--- src/rtl/usbh_pwr_pkg.sv ---
package usbh_pwr_pkg;
  // word indices (byte address >> 2)
  localparam int W_SRST = 'h00;
  localparam int W_HPD  = 'h01;
  localparam int W_DPD  = 'h02;
  localparam int W_STS  = 'h03;
  localparam int W_CAP  = 'h04;
  localparam int W_SS_BASE = 'h10;
  localparam int W_HS_BASE = 'h18;
  localparam int SLOT_MAX  = 8;

  // status bit positions
  localparam int STS_PLL = 0;
  localparam int STS_REF = 8;
  localparam int STS_SYS = 10;
  localparam int STS_CTL = 11;
  localparam int STS_SLP = 30;

  // port control fields
  localparam int PC_DIS  = 0;
  localparam int PC_PD   = 1;
  localparam int PC_HSEL = 2;
  localparam int PC_W    = 3;
  localparam logic [PC_W-1:0] PC_RST_VAL = 3'b011;
endpackage

--- src/rtl/usbh_port_bank.sv ---
module usbh_port_bank
  import usbh_pwr_pkg::*;
#(
  parameter int NPORT  = 2,
  parameter int BASE_W = 'h18,
  parameter int WORD_W = 6
) (
  input  logic                    clk,
  input  logic                    rst_n,
  input  logic                    srst,
  input  logic                    wr,
  input  logic [WORD_W-1:0]       wword,
  input  logic [PC_W-1:0]         wbits,
  output logic [NPORT*PC_W-1:0]   ctl_flat,
  output logic                    pd_all
);
  for (genvar g = 0; g < NPORT; g++) begin : g_port
    logic [PC_W-1:0] ctl_q, ctl_n;
    logic            hit;

    assign hit = wr && (wword == WORD_W'(BASE_W + g));

    always_comb begin
      ctl_n = ctl_q;
      if (srst)     ctl_n = PC_RST_VAL;
      else if (hit) ctl_n = wbits;
    end

    always_ff @(posedge clk or negedge rst_n) begin
      if (!rst_n) ctl_q <= PC_RST_VAL;
      else        ctl_q <= ctl_n;
    end

    assign ctl_flat[g*PC_W +: PC_W] = ctl_q;

    assert_port_srst_R10: assert property (@(posedge clk) disable iff (!rst_n)
      srst |=> (ctl_flat[g*PC_W +: PC_W] == PC_RST_VAL));
  end

  always_comb begin
    pd_all = 1'b1;
    for (int i = 0; i < NPORT; i++) pd_all = pd_all & ctl_flat[i*PC_W + PC_PD];
  end
endmodule

--- src/rtl/usbh_pwr_seq.sv ---
module usbh_pwr_seq #(
  parameter int PLL_DLY   = 64,
  parameter int RST_STEP  = 4,
  parameter int SLEEP_DLY = 32
) (
  input  logic clk,
  input  logic rst_n,
  input  logic srst,
  input  logic host_pd,
  input  logic sleep_cond,
  output logic pll_ok,
  output logic ref_ok,
  output logic sys_ok,
  output logic ctl_ok,
  output logic sleep
);
  localparam int UP_MAX = PLL_DLY + 3*RST_STEP;
  localparam int UP_W   = $clog2(UP_MAX + 1);
  localparam int SL_W   = $clog2(SLEEP_DLY + 1);
  localparam logic [UP_W-1:0] UP_TOP = UP_W'(UP_MAX);
  localparam logic [UP_W-1:0] TH_PLL = UP_W'(PLL_DLY);
  localparam logic [UP_W-1:0] TH_REF = UP_W'(PLL_DLY + RST_STEP);
  localparam logic [UP_W-1:0] TH_SYS = UP_W'(PLL_DLY + 2*RST_STEP);
  localparam logic [SL_W-1:0] SL_TOP = SL_W'(SLEEP_DLY);

  logic [UP_W-1:0] up_q, up_n;
  logic [SL_W-1:0] sl_q, sl_n;

  always_comb begin
    if (host_pd || srst)  up_n = '0;
    else if (up_q == UP_TOP) up_n = up_q;
    else                  up_n = up_q + 1'b1;
    if (!sleep_cond || srst) sl_n = '0;
    else if (sl_q == SL_TOP) sl_n = sl_q;
    else                  sl_n = sl_q + 1'b1;
  end

  always_ff @(posedge clk or negedge rst_n) begin
    if (!rst_n) begin
      up_q <= '0;
      sl_q <= '0;
    end else begin
      up_q <= up_n;
      sl_q <= sl_n;
    end
  end

  assign pll_ok = !host_pd && (up_q >= TH_PLL);
  assign ref_ok = !host_pd && (up_q >= TH_REF);
  assign sys_ok = !host_pd && (up_q >= TH_SYS);
  assign ctl_ok = !host_pd && (up_q == UP_TOP);
  assign sleep  = sleep_cond && (sl_q == SL_TOP);

  assert_pll_rise_R6: assert property (@(posedge clk) disable iff (!rst_n)
    $rose(pll_ok) |-> $past(!host_pd));
  assert_ref_order_R7: assert property (@(posedge clk) disable iff (!rst_n)
    ref_ok |-> pll_ok);
  assert_sys_order_R7: assert property (@(posedge clk) disable iff (!rst_n)
    sys_ok |-> ref_ok);
  assert_ctl_order_R7: assert property (@(posedge clk) disable iff (!rst_n)
    ctl_ok |-> sys_ok);
  assert_pd_clears_R8: assert property (@(posedge clk) disable iff (!rst_n)
    host_pd |-> !(pll_ok || ref_ok || sys_ok || ctl_ok));
  assert_sleep_cond_R9: assert property (@(posedge clk) disable iff (!rst_n)
    sleep |-> sleep_cond);
  assert_sleep_held_R9: assert property (@(posedge clk) disable iff (!rst_n)
    $rose(sleep) |-> $past(sleep_cond));
endmodule

--- src/rtl/usbh_pwr_regs.sv ---
module usbh_pwr_regs
  import usbh_pwr_pkg::*;
#(
  parameter int SS_PORTS  = 1,
  parameter int HS_PORTS  = 2,
  parameter int PLL_DLY   = 64,
  parameter int RST_STEP  = 4,
  parameter int SLEEP_DLY = 32,
  parameter int ADDR_W    = 8
) (
  input  logic              clk,
  input  logic              rst_n,
  input  logic [ADDR_W-1:0] bus_addr,
  input  logic              bus_wr,
  input  logic [31:0]       bus_wdata,
  output logic [31:0]       bus_rdata
);
  localparam int WORD_W = ADDR_W - 2;

  // reset: asynchronous assert, synchronous release
  logic rst_meta, rst_core_n;
  always_ff @(posedge clk or negedge rst_n) begin
    if (!rst_n) begin
      rst_meta   <= 1'b0;
      rst_core_n <= 1'b0;
    end else begin
      rst_meta   <= 1'b1;
      rst_core_n <= rst_meta;
    end
  end

  logic [WORD_W-1:0] word;
  assign word = bus_addr[ADDR_W-1:2];

  logic unused_bits;
  assign unused_bits = ^{bus_addr[1:0], bus_wdata[31:PC_W]};

  // top-level control bits
  logic srst_q, srst_n, hpd_q, hpd_n, dpd_q, dpd_n;
  logic wr_srst, wr_hpd, wr_dpd;
  assign wr_srst = bus_wr && (word == WORD_W'(W_SRST));
  assign wr_hpd  = bus_wr && (word == WORD_W'(W_HPD));
  assign wr_dpd  = bus_wr && (word == WORD_W'(W_DPD));

  always_comb begin
    srst_n = wr_srst ? bus_wdata[0] : srst_q;
    hpd_n  = hpd_q;
    dpd_n  = dpd_q;
    if (srst_q) begin
      hpd_n = 1'b1;
      dpd_n = 1'b0;
    end else begin
      if (wr_hpd) hpd_n = bus_wdata[0];
      if (wr_dpd) dpd_n = bus_wdata[0];
    end
  end

  always_ff @(posedge clk or negedge rst_core_n) begin
    if (!rst_core_n) begin
      srst_q <= 1'b0;
      hpd_q  <= 1'b1;
      dpd_q  <= 1'b0;
    end else begin
      srst_q <= srst_n;
      hpd_q  <= hpd_n;
      dpd_q  <= dpd_n;
    end
  end

  // port banks
  logic [SS_PORTS*PC_W-1:0] ss_ctl;
  logic [HS_PORTS*PC_W-1:0] hs_ctl;
  logic ss_pd_all, hs_pd_all;

  usbh_port_bank #(.NPORT(SS_PORTS), .BASE_W(W_SS_BASE), .WORD_W(WORD_W)) u_ss_bank (
    .clk(clk), .rst_n(rst_core_n), .srst(srst_q), .wr(bus_wr), .wword(word),
    .wbits(bus_wdata[PC_W-1:0]), .ctl_flat(ss_ctl), .pd_all(ss_pd_all));

  usbh_port_bank #(.NPORT(HS_PORTS), .BASE_W(W_HS_BASE), .WORD_W(WORD_W)) u_hs_bank (
    .clk(clk), .rst_n(rst_core_n), .srst(srst_q), .wr(bus_wr), .wword(word),
    .wbits(bus_wdata[PC_W-1:0]), .ctl_flat(hs_ctl), .pd_all(hs_pd_all));

  // power sequencing model
  logic pll_ok, ref_ok, sys_ok, ctl_ok, sleep;
  logic sleep_cond;
  assign sleep_cond = hpd_q && dpd_q && ss_pd_all && hs_pd_all;

  usbh_pwr_seq #(.PLL_DLY(PLL_DLY), .RST_STEP(RST_STEP), .SLEEP_DLY(SLEEP_DLY)) u_seq (
    .clk(clk), .rst_n(rst_core_n), .srst(srst_q), .host_pd(hpd_q),
    .sleep_cond(sleep_cond), .pll_ok(pll_ok), .ref_ok(ref_ok),
    .sys_ok(sys_ok), .ctl_ok(ctl_ok), .sleep(sleep));

  // read mux
  always_comb begin
    bus_rdata = '0;
    if (word == WORD_W'(W_SRST)) bus_rdata[0] = srst_q;
    if (word == WORD_W'(W_HPD))  bus_rdata[0] = hpd_q;
    if (word == WORD_W'(W_DPD))  bus_rdata[0] = dpd_q;
    if (word == WORD_W'(W_STS)) begin
      bus_rdata[STS_PLL] = pll_ok;
      bus_rdata[STS_REF] = ref_ok;
      bus_rdata[STS_SYS] = sys_ok;
      bus_rdata[STS_CTL] = ctl_ok;
      bus_rdata[STS_SLP] = sleep;
    end
    if (word == WORD_W'(W_CAP)) bus_rdata[15:0] = {8'(HS_PORTS), 8'(SS_PORTS)};
    for (int i = 0; i < SS_PORTS; i++)
      if (word == WORD_W'(W_SS_BASE + i)) bus_rdata[PC_W-1:0] = ss_ctl[i*PC_W +: PC_W];
    for (int i = 0; i < HS_PORTS; i++)
      if (word == WORD_W'(W_HS_BASE + i)) bus_rdata[PC_W-1:0] = hs_ctl[i*PC_W +: PC_W];
  end

  assert_ctrl_width_R3: assert property (@(posedge clk) disable iff (!rst_core_n)
    (word == WORD_W'(W_HPD) || word == WORD_W'(W_DPD) || word == WORD_W'(W_SRST))
      |-> (bus_rdata[31:1] == '0));
  assert_cap_stable_R2: assert property (@(posedge clk) disable iff (!rst_core_n)
    (word == WORD_W'(W_CAP) && $past(word == WORD_W'(W_CAP))) |-> $stable(bus_rdata));
  assert_srst_defaults_R10: assert property (@(posedge clk) disable iff (!rst_core_n)
    srst_q |=> (hpd_q && !dpd_q));
  assert_sleep_needs_pd_R9: assert property (@(posedge clk) disable iff (!rst_core_n)
    bus_rdata[STS_SLP] && word == WORD_W'(W_STS) |-> (hpd_q && dpd_q));
endmodule

--- config.mk ---
export PLATFORM = sky130hd
export DESIGN_NAME = usbh_pwr_regs
export DESIGN_NICKNAME = d
export VERILOG_FILES = /design/src/rtl/usbh_pwr_pkg.sv /design/src/rtl/usbh_port_bank.sv /design/src/rtl/usbh_pwr_seq.sv /design/src/rtl/usbh_pwr_regs.sv
export SDC_FILE = /design/constraint.sdc
export NUM_CORES = 1
export LEC_CHECK = 0
export ABC_CLOCK_PERIOD_IN_PS = 3660
export CORE_ASPECT_RATIO = 0.9
export CORE_UTILIZATION = 65
export DETAILED_ROUTE_END_ITERATION = 6
export DONT_BUFFER_PORTS = 1
export GPL_TIMING_DRIVEN = 0
export PLACE_DENSITY = 0.86
export SLEW_MARGIN = 20
export SYNTH_ARGS = -nofsm -noshare
export SYNTH_HDL_FRONTEND = slang
export SYNTH_SLANG_ARGS = --single-unit
--- constraint.sdc ---
create_clock -name clk -period 3.66 [get_ports clk]
set_input_delay 0.183 -clock clk [delete_from_list [all_inputs] [get_ports clk]]
set_output_delay 0.183 -clock clk [all_outputs]
set_load 0.01 [all_outputs]
After elaboration in Yosys (flattened, before gate mapping)
Cells that the tools add are included.
- flip-flop bits (word level): 27
- output and inout bits: 32
- word-level logic and storage cells: 76
- bits of input ports: 43
- eq/ne operators: 11
- magnitude comparators: 3
- $add $sub $neg: 2
- mux-type cells: 25
- reduce and logical (&&, ||, !) cells: 24
- bitwise operators: 1
- operators with widths (operator ; number):
    two-way mux 3 bit ; 9
    >= comparator 7 bit, second input constant ; 3
    equality test 6 x 5 -> 1 bit, second input constant ; 3
    logical AND 1 bit ; 14
    two-way mux 7 bit ; 2
    equality test 6 x 2 -> 1 bit, second input constant ; 2
    two-way mux 12 bit ; 1
    two-way mux 6 bit ; 2
    two-way mux 1 bit ; 10
    nonzero test 2 bit ; 5
    adder 7 x 1 -> 7 bit, second input constant ; 1
    equality test 7 bit, second input constant ; 1
    adder 6 x 1 -> 6 bit, second input constant ; 1
    equality test 6 x 1 -> 1 bit, second input constant ; 1
    equality test 6 x 3 -> 1 bit, second input constant ; 1
    equality test 6 bit, second input constant ; 1
    zero test 6 bit ; 1
    inequality test 2 x 1 -> 1 bit, second input constant ; 2
    zero test 1 bit ; 2
    logical OR 1 bit ; 2
    two-way mux 2 bit ; 1
    AND 1 bit ; 1

Longest topological paths before layout
- word-level depth: 9
- depth in mapped cells: 6
- gate-level depth less buffers: 6

By module
Synthesis repeated with hierarchy kept, for this count alone.
- cells, all modules: 195
- area total of the unflattened synthesis: 1869.3 um2
- by module, submodules not included (module ; area an instance (um2) ; cells each ; instances ; seq. area each (um2)):
    usbh_pwr_seq ; 755.7 ; 78 ; 1 ; 325.3
    usbh_pwr_regs ; 623.1 ; 73 ; 1 ; 126.4
    usbh_port_bank (u_hs_bank) ; 311.5 ; 28 ; 1 ; 155.1
    usbh_port_bank (u_ss_bank) ; 178.9 ; 16 ; 1 ; 77.6

Worst setup path before layout
OpenSTA, ideal clock, no wires.
- path type: register -> output
- start point: register u_seq.up_q[0]
- end point: output bus_rdata[11]
- arrival time: 1356 ps
- buffers on the path: 0
- setup slack: 2121 ps
- stages on the path, launching flop included: 6
- required time: 3477 ps
- path through: dfrtp_1 > inv_1 > ha_1 > nand4bb_1 > or2_2 > nor3_1
- longest elaborated chain between the ends: 4
- ends and longest elaborated chain (item ; line ; source):
    start: declaration ; usbh_pwr_seq.sv:26 ; logic [UP_W-1:0] up_q, up_n;
    start signal: assignment ; usbh_pwr_seq.sv:43 ; up_q <= up_n;
    equality test 7 bit ; usbh_pwr_seq.sv:51 ; assign ctl_ok = !host_pd && (up_q == UP_TOP);
    logical AND 1 bit ; usbh_pwr_seq.sv:51 ;
    two-way mux 2 bit ; usbh_pwr_regs.sv:99 ; if (word == WORD_W'(W_STS)) begin
    two-way mux 12 bit ; usbh_pwr_regs.sv:106 ; if (word == WORD_W'(W_CAP)) bus_rdata[15:0] = {8'(HS_PORTS), 8'(SS_PORTS)};
    end: declaration ; usbh_pwr_regs.sv:16 ; output logic [31:0] bus_rdata
No other way between the ends.

Worst setup path in the final report
Ends and elaborated chain as after synthesis.

==> run_results.csv <==
group,metric,value,unit
logic_synthesis,synth_async_sr_flop_share,100.0,%
finish,final_cell_mix,"25 x conb_1, 24 x buf_4, 20 x nor2_1, 20 x dfrtp_1, 11 x nand3_1",
cts,cts_buffer_depth,2,
floorplan,row_count,17,
setup_path,cp.arrival,1.93,ns
floorplan,die-area,2801,um2
flow_run,max_cap_violations,0,
cts,clock_tree.root_cell,"clkbuf_4",
logic_synthesis,synth_fa_ha_area_share,2.970,%
logic_synthesis,synth_top_family_by_area,"simple AND/OR/NAND/NOR gates",
placement,place.gp.congestion,0.8232,
logic_synthesis,synth.avg_cell_area,9.415,um2
setup_path,rr_endpoint,"u_seq.up_q[1]",
setup_path,endpoint,"bus_rdata[11]",
sta,relSlewSlack,35.45,%
floorplan,num_io_pins,75,
cts,cts_sinks,27,
setup_path,crit_buf_inv,1,
setup_path,end_kind,"primary output",
finish,num_antenna_cells,0,
hold_path,hold_path_class,"input pin to register",
floorplan,die_h,50.31,um
cts,cts_resized,0,
sta,fin_crit_sh,57.73,%
floorplan,die_x,55.68,um
power_and_ir_drop,p_per_area,287.7,nW/um2
logic_synthesis,synth_seq_cells,27,
sta,hold_viol_final,0,
drt,route.detailed.drc,0,
setup_path,worstSetupPathType,"register to primary output",
grt,grt.overflow.total,0,
power_and_ir_drop,power,0.5417,mW
setup_path,ff2ff_path_depth,6,
setup_path,cp_top_family,"simple AND/OR/NAND/NOR gates",
placement,dp_hpwl,2.546,mm
outcome,status,"finished, final reports clean",
floorplan,start_util,68.90,%
finish,final_common_cell,"conb_1",
grt,grt_pass1_wl,5.457,mm
logic_synthesis,ys_seq_area_share,40.61,%
power_and_ir_drop,p_leak,0.8684,nW
drt,ant_nets,0,
sta,worst_pin_slew,0.9682,ns
logic_synthesis,netlist_instances,179,
placement,io_buffers,0,
setup_path,worstSetupStartpoint,"u_seq.up_q[0]",
grt,grt_pass1_vias,1273,
grt,grt_max_degree,26,
setup_path,cp-start-kind,"register",
sta,clock_skew,0.01053,ns
sta,min_period,2.113,ns
drt,wl,3.239,mm
finish,fill_cells,191,
cts,htreeDepth,1,
logic_synthesis,synth_compound_area_share,6.533,%
cts,clk_pin_slew_worst_paths,0.14,ns
power_and_ir_drop,vdd_ir_drop_max,398.7,uV
finish,drive_above_1_share,20.85,%
logic_synthesis,synth_ff_type,"dfrtp_1",
setup_path,required,3.48,ns
drt,first_pass_iters,4,
logic_synthesis,synth-simple-area-share,24.57,%
drt,wire_per_inst,13.55,um
finish,multi_input_area,858.3,um2
finish,finalNetCount,259,
setup_path,r2r_setup_slack,2.07,ns
setup_path,path_cells,"inv_1, ha_1, nand4bb_1, or2_2, nor3_1",
finish,final_cell_area,1883,um2
drt,drt-vias-per-instance,5.385,
finish,seqCellArea,684.4,um2
logic_synthesis,synthMuxAreaShare,6.088,%
sta,setup_viol,0,
sta,fmax,473.3,MHz
setup_path,cp_max_fo,5,
cts,cts_tree,"built",
logic_synthesis,synth-edff-count,0,
finish,areaGrowthSynthToFinish,11.73,%
setup_path,cp_slowest_cell,"dfrtp_1",
sta,drv_slew,0,
placement,place_area,1807,um2
sta,finalSetupTns,0,ns
drt,vias,1287,
setup_path,worstReg2RegStart,"u_seq.up_q[0]",
grt,antenna_found_initial,0,
setup_path,critical_path.max_stage_delay,0.46,ns
setup_path,crit_cells,5,
drt,drt_iter0_drc,29,
floorplan,coreArea,2446,um2
logic_synthesis,synth_xor_area_share,5.197,%
cts,cts_made_buffers,3,
cts,worstSkewPairLatency,0.32,ns
grt,gr-usage-all-layers,25.52,%
logic_synthesis,yosys_warnings,0,
logic_synthesis,synth_area,1685,um2
logic_synthesis,synth_cell_types,40,
finish,fin_util,76.98,%
sta,grt_setup_unrepaired,"false",
-- cell families (layout without fill, tap and decap cells) --
logic type / after synthesis / after routing
simple gates: 74 / 74
buf+inv: 34 / 43
flops: 27 / 27
compound gates: 18 / 18
xor+xnor: 10 / 10
mux: 10 / 10
fa+ha+maj: 4 / 4
other cells: 2 / 25
-- worst reg2reg max path, cell delays in order, from the launching register on --
cell and delay (ns):
dfrtp_1 0.46, inv_1 0.08, ha_1 0.14, nand4bb_1 0.21, or2_2 0.38, a21oi_1 0.16
nor2_1 0.05
-- timing repair --
action	CTS	global route
endpoints found under the hold margin	9	0
hold buffers	5	0
buffers inserted	0	0
-- how the worst min path moves through the flow --
stage / start / end / slack (ns) / depth (start not counted)
2_1_floorplan: rst_n / rst_core_n / -0.11 / 0
3_3_place_gp: rst_n / rst_core_n / -0.11 / 0
3_5_place_dp: rst_n / rst_core_n / -0.11 / 0
4_1_cts: bus_wdata[0] / dpd_q / 0.005 / 2
5_1_grt: bus_wdata[0] / dpd_q / 0.007 / 2
6_report: bus_wdata[0] / dpd_q / 0.007 / 2
-- area by class of cell --
type                            instances  area share (%)
Buffer                                 29           11.16
Sequential cell                        27           36.35
Tap cell                               28           1.860
Inverter                                5          0.9967
Timing Repair Buffer                    5           2.658
Clock buffer                            4           1.395
Multi-Input combinational cell        141           45.58
-- per-layer routing --
metal  global-route usage, %  part of all wire [%]  routed length [um]
met1                   29.22                    39                1273
met2                   46.39                    52                1671
met3                   5.412                   6.7                 218
met4                   10.83                   2.3                  76
met5                       0                     0                   0
-- synthesized netlist by cell type (all sizes together), types with 4 or more instances --
library cell   n  area share (%)
buf           25              11
nand3         11             3.3
nand2          8             1.8
nor2          20             4.5
nand3b         4             1.8
nor3           7             2.1
inv            5             1.1
xor2           6             3.1
clkbuf         4             1.5
o21ai          4             1.2
nand4          4             1.5
dfrtp         20              30
xnor2          4             2.1
ha             4             3.0
a21oi          7             2.1
mux2i          8             4.8
dfstp          7              11
-- state kept, by name, summed over array words and instances, names as in the netlist --
| signal | flops |
|---|---|
| u_ss_bank.ctl_flat | 3 |
| u_seq.sl_q | 6 |
| u_hs_bank.g_port.ctl_q | 6 |
| srst_q | 1 |
| rst_meta | 1 |
| u_seq.up_q | 7 |
| rst_core_n | 1 |
| hpd_q | 1 |
| dpd_q | 1 |
-- power by group --
group          internal [mW]  switching, mW
Clock                 0.0427         0.0812
Combinational         0.0433         0.0419
Sequential             0.316         0.0163
Total                  0.402          0.139
-- stage by stage --
step	setup slack (ns)	std cells	hold slack, ns
finish	1.547	239	0.006573
global route	1.442	239	0.007341
CTS	1.546	239	0.005365
detailed placement	1.919	230	-0.1126
global placement	1.975	230	-0.1126
floorplan	2.121	202	-0.1126
Note: power is estimated with default switching activity, not from simulation.
